File: src/rtl/fmt_pkg.sv
package fmt_pkg;
    typedef enum logic [2:0] {
        ST_IDLE,
        ST_DUMMY,
        ST_DATA,
        ST_LAST,
        ST_RELEASE
    } fmt_state_e;
endpackage

File: src/rtl/fmt_bit_timer.sv
module fmt_bit_timer #(
    parameter int DIV = 15385
) (
    input  logic clk,
    input  logic rst_n,
    input  logic run,
    output logic tick
);
    localparam int CNT_W = $clog2(DIV + 1);

    logic [CNT_W-1:0] cnt_q;

    assign tick = run && (cnt_q == CNT_W'(DIV - 1));

    always_ff @(posedge clk or negedge rst_n) begin
        if (!rst_n) begin
            cnt_q <= '0;
        end else if (!run || tick) begin
            cnt_q <= '0;
        end else begin
            cnt_q <= cnt_q + 1'b1;
        end
    end

    AST_TICK_SPACING: assert property (@(posedge clk) disable iff (!rst_n)
        tick |=> !tick);
endmodule

File: src/rtl/fmt_char_ram.sv
module fmt_char_ram #(
    parameter int ADDR_W = 4,
    parameter int DATA_W = 4
) (
    input  logic              clk,
    input  logic              wr_en,
    input  logic [ADDR_W-1:0] cpu_addr,
    input  logic [DATA_W-1:0] wdata,
    input  logic              ser_sel,
    input  logic [ADDR_W-1:0] ser_addr,
    output logic [DATA_W-1:0] rd_data
);
    localparam int DEPTH = 1 << ADDR_W;

    logic [DATA_W-1:0] mem [DEPTH];
    logic [ADDR_W-1:0] mux_addr;

    assign mux_addr = ser_sel ? ser_addr : cpu_addr;
    assign rd_data  = mem[mux_addr];

    always_ff @(posedge clk) begin
        if (wr_en && !ser_sel) begin
            mem[cpu_addr] <= wdata;
        end
    end
endmodule

File: src/rtl/fmt_sequencer.sv
module fmt_sequencer
    import fmt_pkg::*;
#(
    parameter int ADDR_W = 4,
    parameter int DATA_W = 4,
    parameter int CMD_W  = 3
) (
    input  logic              clk,
    input  logic              rst_n,
    input  logic              start,
    input  logic [CMD_W-1:0]  cmd_code,
    input  logic              fmt_in,
    input  logic              tick,
    input  logic [DATA_W-1:0] rd_word,
    output logic              busy,
    output logic              run,
    output logic              ser_sel,
    output logic [ADDR_W-1:0] ser_addr,
    output logic              stream_bit,
    output logic              strobe,
    output logic              fmt_q
);
    localparam int MAX_BITS = (1 << CMD_W) * DATA_W;
    localparam int BIT_W    = $clog2(MAX_BITS) + 1;
    localparam int POS_W    = $clog2(DATA_W);

    fmt_state_e       state_q, state_d;
    logic [BIT_W-1:0] idx_q, idx_d;
    logic [BIT_W-1:0] nbits_q, nbits_d;
    logic             fmt_d;
    logic [POS_W-1:0] msb_pos;

    // State register and datapath registers
    always_ff @(posedge clk or negedge rst_n) begin
        if (!rst_n) begin
            state_q <= ST_IDLE;
            idx_q   <= '0;
            nbits_q <= '0;
            fmt_q   <= 1'b0;
        end else begin
            state_q <= state_d;
            idx_q   <= idx_d;
            nbits_q <= nbits_d;
            fmt_q   <= fmt_d;
        end
    end

    // Next-state logic
    always_comb begin
        state_d = state_q;
        idx_d   = idx_q;
        nbits_d = nbits_q;
        fmt_d   = fmt_q;
        unique case (state_q)
            ST_IDLE: begin
                if (start) begin
                    state_d = ST_DUMMY;
                    idx_d   = '0;
                    nbits_d = BIT_W'((32'(cmd_code) + 32'd1) * DATA_W);
                    fmt_d   = fmt_in;
                end
            end
            ST_DUMMY: begin
                if (tick) state_d = ST_DATA;
            end
            ST_DATA: begin
                if (tick) begin
                    idx_d = idx_q + 1'b1;
                    if (idx_q == nbits_q - BIT_W'(2)) state_d = ST_LAST;
                end
            end
            ST_LAST: begin
                if (tick) state_d = ST_RELEASE;
            end
            ST_RELEASE: begin
                state_d = ST_IDLE;
            end
            default: state_d = ST_IDLE;
        endcase
    end

    assign msb_pos  = POS_W'(DATA_W - 1) - idx_q[POS_W-1:0];
    assign ser_addr = ADDR_W'(idx_q >> POS_W);

    // Output logic
    always_comb begin
        busy       = 1'b0;
        run        = 1'b0;
        ser_sel    = 1'b0;
        stream_bit = 1'b0;
        unique case (state_q)
            ST_IDLE: begin
            end
            ST_DUMMY: begin
                busy    = 1'b1;
                run     = 1'b1;
                ser_sel = 1'b1;
            end
            ST_DATA, ST_LAST: begin
                busy       = 1'b1;
                run        = 1'b1;
                ser_sel    = 1'b1;
                stream_bit = rd_word[msb_pos];
            end
            ST_RELEASE: begin
                busy    = 1'b1;
                ser_sel = 1'b1;
            end
            default: begin
            end
        endcase
    end

    assign strobe = run && tick;

    AST_CFG_HELD: assert property (@(posedge clk) disable iff (!rst_n)
        (busy && start) |=> ($stable(nbits_q) && $stable(fmt_q)));
    AST_IDX_BOUND: assert property (@(posedge clk) disable iff (!rst_n)
        (state_q != ST_IDLE) |-> (idx_q < nbits_q));
    AST_RELEASE_ONCE: assert property (@(posedge clk) disable iff (!rst_n)
        (state_q == ST_RELEASE) |=> (state_q == ST_IDLE));
endmodule

File: src/rtl/serial_cmd_formatter.sv
module serial_cmd_formatter #(
    parameter int DIV    = 15385,
    parameter int ADDR_W = 4,
    parameter int DATA_W = 4,
    parameter int CMD_W  = 3
) (
    input  logic              clk,
    input  logic              rst_n,
    input  logic [ADDR_W-1:0] cpu_addr,
    input  logic [DATA_W-1:0] cpu_wdata,
    input  logic              cpu_we,
    output logic [DATA_W-1:0] cpu_rdata,
    input  logic              start,
    input  logic [CMD_W-1:0]  cmd_code,
    input  logic              fmt_host,
    output logic              busy,
    output logic              bit_strobe,
    output logic              disp_dout,
    output logic              rcvr_dout,
    output logic              host_dout
);
    logic              tick;
    logic              run;
    logic              ser_sel;
    logic [ADDR_W-1:0] ser_addr;
    logic              stream_bit;
    logic              fmt_q;

    fmt_bit_timer #(.DIV(DIV)) u_timer (
        .clk  (clk),
        .rst_n(rst_n),
        .run  (run),
        .tick (tick)
    );

    fmt_char_ram #(.ADDR_W(ADDR_W), .DATA_W(DATA_W)) u_ram (
        .clk     (clk),
        .wr_en   (cpu_we),
        .cpu_addr(cpu_addr),
        .wdata   (cpu_wdata),
        .ser_sel (ser_sel),
        .ser_addr(ser_addr),
        .rd_data (cpu_rdata)
    );

    fmt_sequencer #(.ADDR_W(ADDR_W), .DATA_W(DATA_W), .CMD_W(CMD_W)) u_seq (
        .clk       (clk),
        .rst_n     (rst_n),
        .start     (start),
        .cmd_code  (cmd_code),
        .fmt_in    (fmt_host),
        .tick      (tick),
        .rd_word   (cpu_rdata),
        .busy      (busy),
        .run       (run),
        .ser_sel   (ser_sel),
        .ser_addr  (ser_addr),
        .stream_bit(stream_bit),
        .strobe    (bit_strobe),
        .fmt_q     (fmt_q)
    );

    assign disp_dout = stream_bit && !fmt_q;
    assign rcvr_dout = stream_bit && !fmt_q;
    assign host_dout = stream_bit && fmt_q;

    AST_IDLE_QUIET: assert property (@(posedge clk) disable iff (!rst_n)
        !busy |-> !(bit_strobe || disp_dout || rcvr_dout || host_dout));
    AST_ROUTE_EXCL: assert property (@(posedge clk) disable iff (!rst_n)
        host_dout |-> !(disp_dout || rcvr_dout));
endmodule

File: config.mk
export PLATFORM = sky130hd
export DESIGN_NAME = serial_cmd_formatter
export DESIGN_NICKNAME = d
export VERILOG_FILES = /design/src/rtl/fmt_pkg.sv /design/src/rtl/fmt_bit_timer.sv /design/src/rtl/fmt_char_ram.sv /design/src/rtl/fmt_sequencer.sv /design/src/rtl/serial_cmd_formatter.sv
export SDC_FILE = /design/constraint.sdc
export NUM_CORES = 1
export LEC_CHECK = 0
export BUFFER_PORTS_ARGS = -buffer_cell sky130_fd_sc_hd__buf_2
export CAP_MARGIN = 5
export CORE_UTILIZATION = 30
export DETAILED_ROUTE_END_ITERATION = 10
export PLACE_DENSITY = 0.51
export RECOVER_POWER = 100
export SLEW_MARGIN = 20
export SYNTH_ARGS = -nofsm -noshare
export SYNTH_HDL_FRONTEND = slang
export SYNTH_SLANG_ARGS = --single-unit
File: constraint.sdc
create_clock -name clk -period 7.5 [get_ports clk]
set_input_delay 1.5 -clock clk [delete_from_list [all_inputs] [get_ports clk]]
set_output_delay 1.5 -clock clk [all_outputs]
set_load 0.01 [all_outputs]
# Word level (Yosys, flattened, before mapping)
# Memory sizes are Yosys's and may differ from the RTL's.
# Index checks and enable logic that the tools add are counted.
# word_totals
mem_bits_ro	0
mem_bits_rw	64
latchBits	0
n_memories	1
wordCells	58
reg_bits	28
# mem_list
name	depth	word_bits	rd	rd_clocked_by_memory_dff	write_ports	line	rtl
u_ram.mem	16	4	1	0	1	fmt_char_ram.sv:15	logic [DATA_W-1:0] mem [DEPTH];
# op_classes
multipliers	0
n_eq_ne	11
mux	18
n_addsub	5
shift	0
n_reduce_logical	17
magnitude_cmp	1
div_mod_pow	0
bitwise_logic	0
# op_table
operator	count
$mux 3	5
$add 14x1->14 const B	1
$eq 14x14->1 const B	1
$mux 14	1
$mux 6	2
$pmux 3 s4	1
$pmux 6 s2	1
$ne 2x1->1 const B	4
$add 6x1->6 const B	1
$eq 3x2->1 const B	2
$eq 6x6->1	1
$mux 1	6
$sub 6x2->6 const B	1
$logic_and 1x1->1	5
$reduce_and 5->1	1
$add 3x1->4 const B	1
$mux 4	1
$reduce_or 4->1	1
$eq 3x1->1 const B	1
$eq 3x3->1 const B	1
$logic_not 1->1	3
$logic_not 3->1	1
$lt 2x3->1 const B	1
$reduce_and 3->1	1
other kinds (8)	8

# Logic depth before layout (Yosys ltp)
# An unclocked memory read counts as a cell.
# logic_depth
word_depth	9
ltp_mapped	11
ltp_nobuf	9

# Modules after synthesis
# A second synthesis with hierarchy kept.
# unflattened
cells_unflattened	313
hier_area_um2	4272.8
# modules_own_cells
mod	instances	cells_per_inst	area_per_inst_um2
fmt_char_ram	1	140	2616.3
fmt_sequencer	1	96	902.1
fmt_bit_timer	1	74	730.7
serial_cmd_formatter	1	3	23.8

# Worst setup path before layout
# OpenSTA, ideal clock, no wires.
# synth_path
kind	input to output
from	in cpu_addr[2]
to	out rcvr_dout
t_required_ps	6000
arrival_ps	3182
path_buffers	2
setup_slack_ps	2818
stages	9
cell_sequence	o21ai_2 > nand2_1 > buf_4 > a2111oi_0 > or4_4 > nor3_2 > a41oi_2 > a41oi_1 > buf_4
# synth_between
elab_chain_len	6
# synth_rtl
item	line	rtl
from (decl)	serial_cmd_formatter.sv:9	input logic [ADDR_W-1:0] cpu_addr,
$mux 4	fmt_char_ram.sv:18	assign mux_addr = ser_sel ? ser_addr : cpu_addr;
$mem_v2 16x4	n/a	
$bmux 1 s2	fmt_sequencer.sv:103	stream_bit = rd_word[msb_pos];
$mux 1 (not written as such)	fmt_sequencer.sv:103	
$mux 1	fmt_sequencer.sv:91	unique case (state_q)
$logic_and 1x1->1	n/a	
to (decl)	serial_cmd_formatter.sv:19	output logic rcvr_dout,
# Every way passes these cells. The select of a mux whose other input is x is not followed.

# Final worst setup path
# layout_path
from	in cpu_addr[1]
to	out rcvr_dout
# layout_between
elab_chain_len	6
# layout_rtl
item	line	rtl
$mux 4	fmt_char_ram.sv:18	
$mem_v2 16x4	n/a	
$bmux 1 s2	fmt_sequencer.sv:103	
$mux 1 (not written as such)	fmt_sequencer.sv:103	
$mux 1	fmt_sequencer.sv:91	
$logic_and 1x1->1	serial_cmd_formatter.sv:64	assign rcvr_dout = stream_bit && !fmt_q;
# Every way passes these cells. The select of a mux whose other input is x is not followed.

==> results.sh <==
export IMPL_timing_worst_setup_path_type="primary input to output port"
export IMPL_antenna_found_initial=0
export IMPL_syn_to_final_growth_pct=11.9
export IMPL_timing_final_hold_violations=0
export IMPL_dp_cells=554
export IMPL_chipHeight_um=123
export IMPL_synth_edf_count=64
export IMPL_vias_per_cell=4.95
export IMPL_synthDistinctLibCells=60
export IMPL_worst_hold_path_depth=1
export IMPL_pin_count=25
export IMPL_numCtsBuffers=9
export IMPL_netlist_top_cell_by_area="sky130_fd_sc_hd__edfxtp_1"
export IMPL_cts_tree="built"
export IMPL_globalRoute_totalOverflow=0
export IMPL_totalNegativeSetupSlack_ns=0
export IMPL_global_route_usage_met1=0.176
export IMPL_most_common_layout_cells="sky130_fd_sc_hd__edfxtp_1 (64), sky130_fd_sc_hd__nand2_1 (49), sky130_fd_sc_hd__nor2_1 (47)"
export IMPL_p_leak_nw=1.73
export IMPL_number_of_cells_on_the_critical_path=9
export IMPL_cts_post_setup_buffers_inserted=0
export IMPL_port_buffer_count=24
export IMPL_setup_worst_path_start_class="primary input"
export IMPL_max_clock_freq_mhz=182
export IMPL_violations="capacitance limit, slew limit"
export IMPL_crit_top_cell="sky130_fd_sc_hd__nand2_1"
export IMPL_fp_coreArea_um2=14100
export IMPL_yosys_register_bits=92
export IMPL_drt_wl_total_um=9730
export IMPL_postSynthAreaPerCell_um2=12.1
export IMPL_final_setup_viol_count=0
export IMPL_worstSetupEndpointType="output port"
export IMPL_clk_pin_slew_ns=0.07
export IMPL_final_report_max_slew_violation_count=29
export IMPL_regArea_um2=2620
export IMPL_fin_crit_ns=5.50
export IMPL_period_share=0.734
export IMPL_async_reset_ff_frac=0.304
export IMPL_dieArea_um2=15200
export IMPL_synth_nets=386
export IMPL_vdd_drop_max_mv=0.140
export IMPL_cts_root_buffer_cell="sky130_fd_sc_hd__clkbuf_16"
export IMPL_cts_htree_levels=3
export IMPL_fp_dieW_um=123
export IMPL_dr_total_vias=2819
export IMPL_worstSkewPairLatency_ns=0.34
export IMPL_synth_top_cells_by_area="sky130_fd_sc_hd__edfxtp_1 (44%), sky130_fd_sc_hd__dfrtp_1 (16%), sky130_fd_sc_hd__nand2_1 (4.1%)"
export IMPL_num_nets_final=407
export IMPL_cpLargestDelayFamily="compound AO/OA/AOI/OAI gates"
export IMPL_yosysTopAreaCellShare=0.436
export IMPL_rows=43
export IMPL_worst_endpoint_required_ns=6.00
export IMPL_syn_area_um2=4400
export IMPL_timing_critical_path_fanout_max=25
export IMPL_layout_commonest_cell="sky130_fd_sc_hd__edfxtp_1"
export IMPL_globalRouteMet2Util=0.232
export IMPL_crit_path_max_incr_delay_ns=0.73
export IMPL_max_slew_margin_rel=-0.0253
export IMPL_clk_path_buf_depth=2
export IMPL_cts_resized=0
export IMPL_worstPathBufferInverterCount=2
export IMPL_fillerInstances=1380
export IMPL_multi_input_comb_area_um2=1590
export IMPL_worst_path_max_delay_cell="sky130_fd_sc_hd__nand2_1"
export IMPL_grt_usage=0.140
export IMPL_drtPass1Iterations=5
export IMPL_first_global_vias=2791
export IMPL_grt_met3_usage=0.0318
export IMPL_r2r_worst_path_cells=5
export IMPL_cp_cell_sequence="buf_2 > o21ai_1 > nand2_1 > nand2_1 > a32oi_1 > a31oi_1 > a2111o_1 > a41oi_1 > clkbuf_1"
export IMPL_grt_first_pass_wirelength_um=15400
export IMPL_dr_first_iter_drc_count=162
export IMPL_skew_ns=0.00703
export IMPL_share_of_layout_cells_above_drive_strength_1=0.131
export IMPL_clock_sinks=92
export IMPL_yosysWarningCount=0
export IMPL_status="finished with violations"
export IMPL_grt_setup_unrepaired="no"
export IMPL_busiest_layer="met2"
export IMPL_final_cell_count_no_fill=570
export IMPL_most_common_flop_cell_mapped_by_yosys="sky130_fd_sc_hd__edfxtp_1"
export IMPL_grt_max_degree=29
export IMPL_drc_violations_left=0
export IMPL_insertedDiodeCount=0
export IMPL_syn_inst=364
export IMPL_wl_per_cell_um=17.1
export IMPL_gp_routability_congestion=0.832
export IMPL_min_path_type="flip-flop to flip-flop"
export IMPL_synth_seq_area_share=0.596
export IMPL_route_antenna_remaining_nets=0
export IMPL_max_cap_violations=1
export IMPL_tightestPinTransition_ns=1.54
export IMPL_detailed_place_hpwl_um=7010
export IMPL_hold_fix_buffer_count_after_cts=0
export IMPL_initial_utilization=0.312
export IMPL_worst_ep_arrival_time_ns=4.00
export IMPL_power_density_nw_per_um2=221
## cell type report
cell class | count | share of cell area
clock buffer | 9 | 0.0457
clock inverter | 7 | 0.0251
inverter | 9 | 0.00685
multi-input combinational | 248 | 0.323
sequential | 92 | 0.532
tap | 180 | 0.0457
timing repair buffer | 25 | 0.0216
## worst reg2reg max path: stages, from the launching register on
cell and delay [ns]:
sky130_fd_sc_hd__dfrtp_1 0.52, sky130_fd_sc_hd__or3_1 0.56, sky130_fd_sc_hd__nand2_8 0.16, sky130_fd_sc_hd__nand2_1 0.10, sky130_fd_sc_hd__or3_1 0.39, sky130_fd_sc_hd__nor3_1 0.60
## through the flow
step | cell area (um^2) | power [W] | setup WS, ns | hold WS [ns] | utilization
after floorplan | 4400 | 0.000568 | 2.82 | 0.455 | -
after global placement | 4620 | 0.000584 | 2.38 | 0.478 | 0.328
after detailed placement | 4620 | 0.000584 | 2.35 | 0.485 | 0.328
after CTS | 4970 | 0.00110 | 2.34 | 0.494 | 0.353
after global routing | 4930 | 0.00113 | 1.79 | 0.511 | 0.350
final | 4930 | 0.00109 | 2.00 | 0.493 | 0.350
## synth_stat cells, types with 3 or more instances
cell type,instances
sky130_fd_sc_hd__edfxtp_1,64
sky130_fd_sc_hd__nand2_1,48
sky130_fd_sc_hd__nor2_1,47
sky130_fd_sc_hd__dfrtp_1,28
sky130_fd_sc_hd__nand3_1,17
sky130_fd_sc_hd__mux2i_1,14
sky130_fd_sc_hd__xor2_1,13
sky130_fd_sc_hd__xnor2_1,10
sky130_fd_sc_hd__inv_1,9
sky130_fd_sc_hd__a21oi_1,7
sky130_fd_sc_hd__nor3_1,7
sky130_fd_sc_hd__a32oi_1,6
sky130_fd_sc_hd__and3_2,6
sky130_fd_sc_hd__ha_1,6
sky130_fd_sc_hd__buf_6,5
sky130_fd_sc_hd__nand4_1,5
sky130_fd_sc_hd__o21ai_0,5
sky130_fd_sc_hd__and3_1,4
sky130_fd_sc_hd__a2111oi_0,3
sky130_fd_sc_hd__a41oi_1,3
sky130_fd_sc_hd__clkbuf_1,3
sky130_fd_sc_hd__nand2b_1,3
sky130_fd_sc_hd__or3_1,3
## final timing paths
kind                       slack, ns        startpoint                end
hold reg to reg                 0.49  u_timer.cnt_q[0]   u_timer.cnt_q[0]
setup / recovery                2.00       cpu_addr[1]          rcvr_dout
setup reg to reg                4.79  u_seq.state_q[0]    u_ram.mem[0][0]
hold / removal                  0.49  u_timer.cnt_q[0]   u_timer.cnt_q[0]
min in group asynchronous       1.53             rst_n   u_timer.cnt_q[3]
max in group asynchronous       5.07             rst_n  u_timer.cnt_q[11]
## sequential cells by signal (all words and copies together) (netlist names)
name and cells:
u_seq.state_q 3, u_seq.nbits_q 4, u_ram.mem 64, u_seq.idx_q 6
u_timer.cnt_q 14, u_seq.fmt_q 1
## cell families (layout without fill, tap and decap cells)
logic type	Yosys count	in the layout	share of synthesized area
multiplexers	18	18	0.0455
buffers and inverters	24	50	0.0398
adder cells (fa/ha/maj)	6	6	0.0170
AND/OR/NAND/NOR	159	159	0.180
XOR/XNOR	23	23	0.0458
AO/OA/AOI/OAI	42	42	0.0764
flip-flops	92	92	0.596
## power breakdown
part / total (W) / switching [W] / internal, W
clock network: 0.000519 / 0.000191 / 0.000328
logic: 0.0000238 / 0.0000164 / 0.00000736
registers: 0.000549 / 0.00000239 / 0.000546
total: 0.00109 / 0.000210 / 0.000881
## per-layer routing
layer	wire, um	up-vias
met1	4320	1401
li1	-	1359
met2	4830	46
met3	383	13
met4	194	0
met5	0	-
Power figures use the tool's default switching activity.
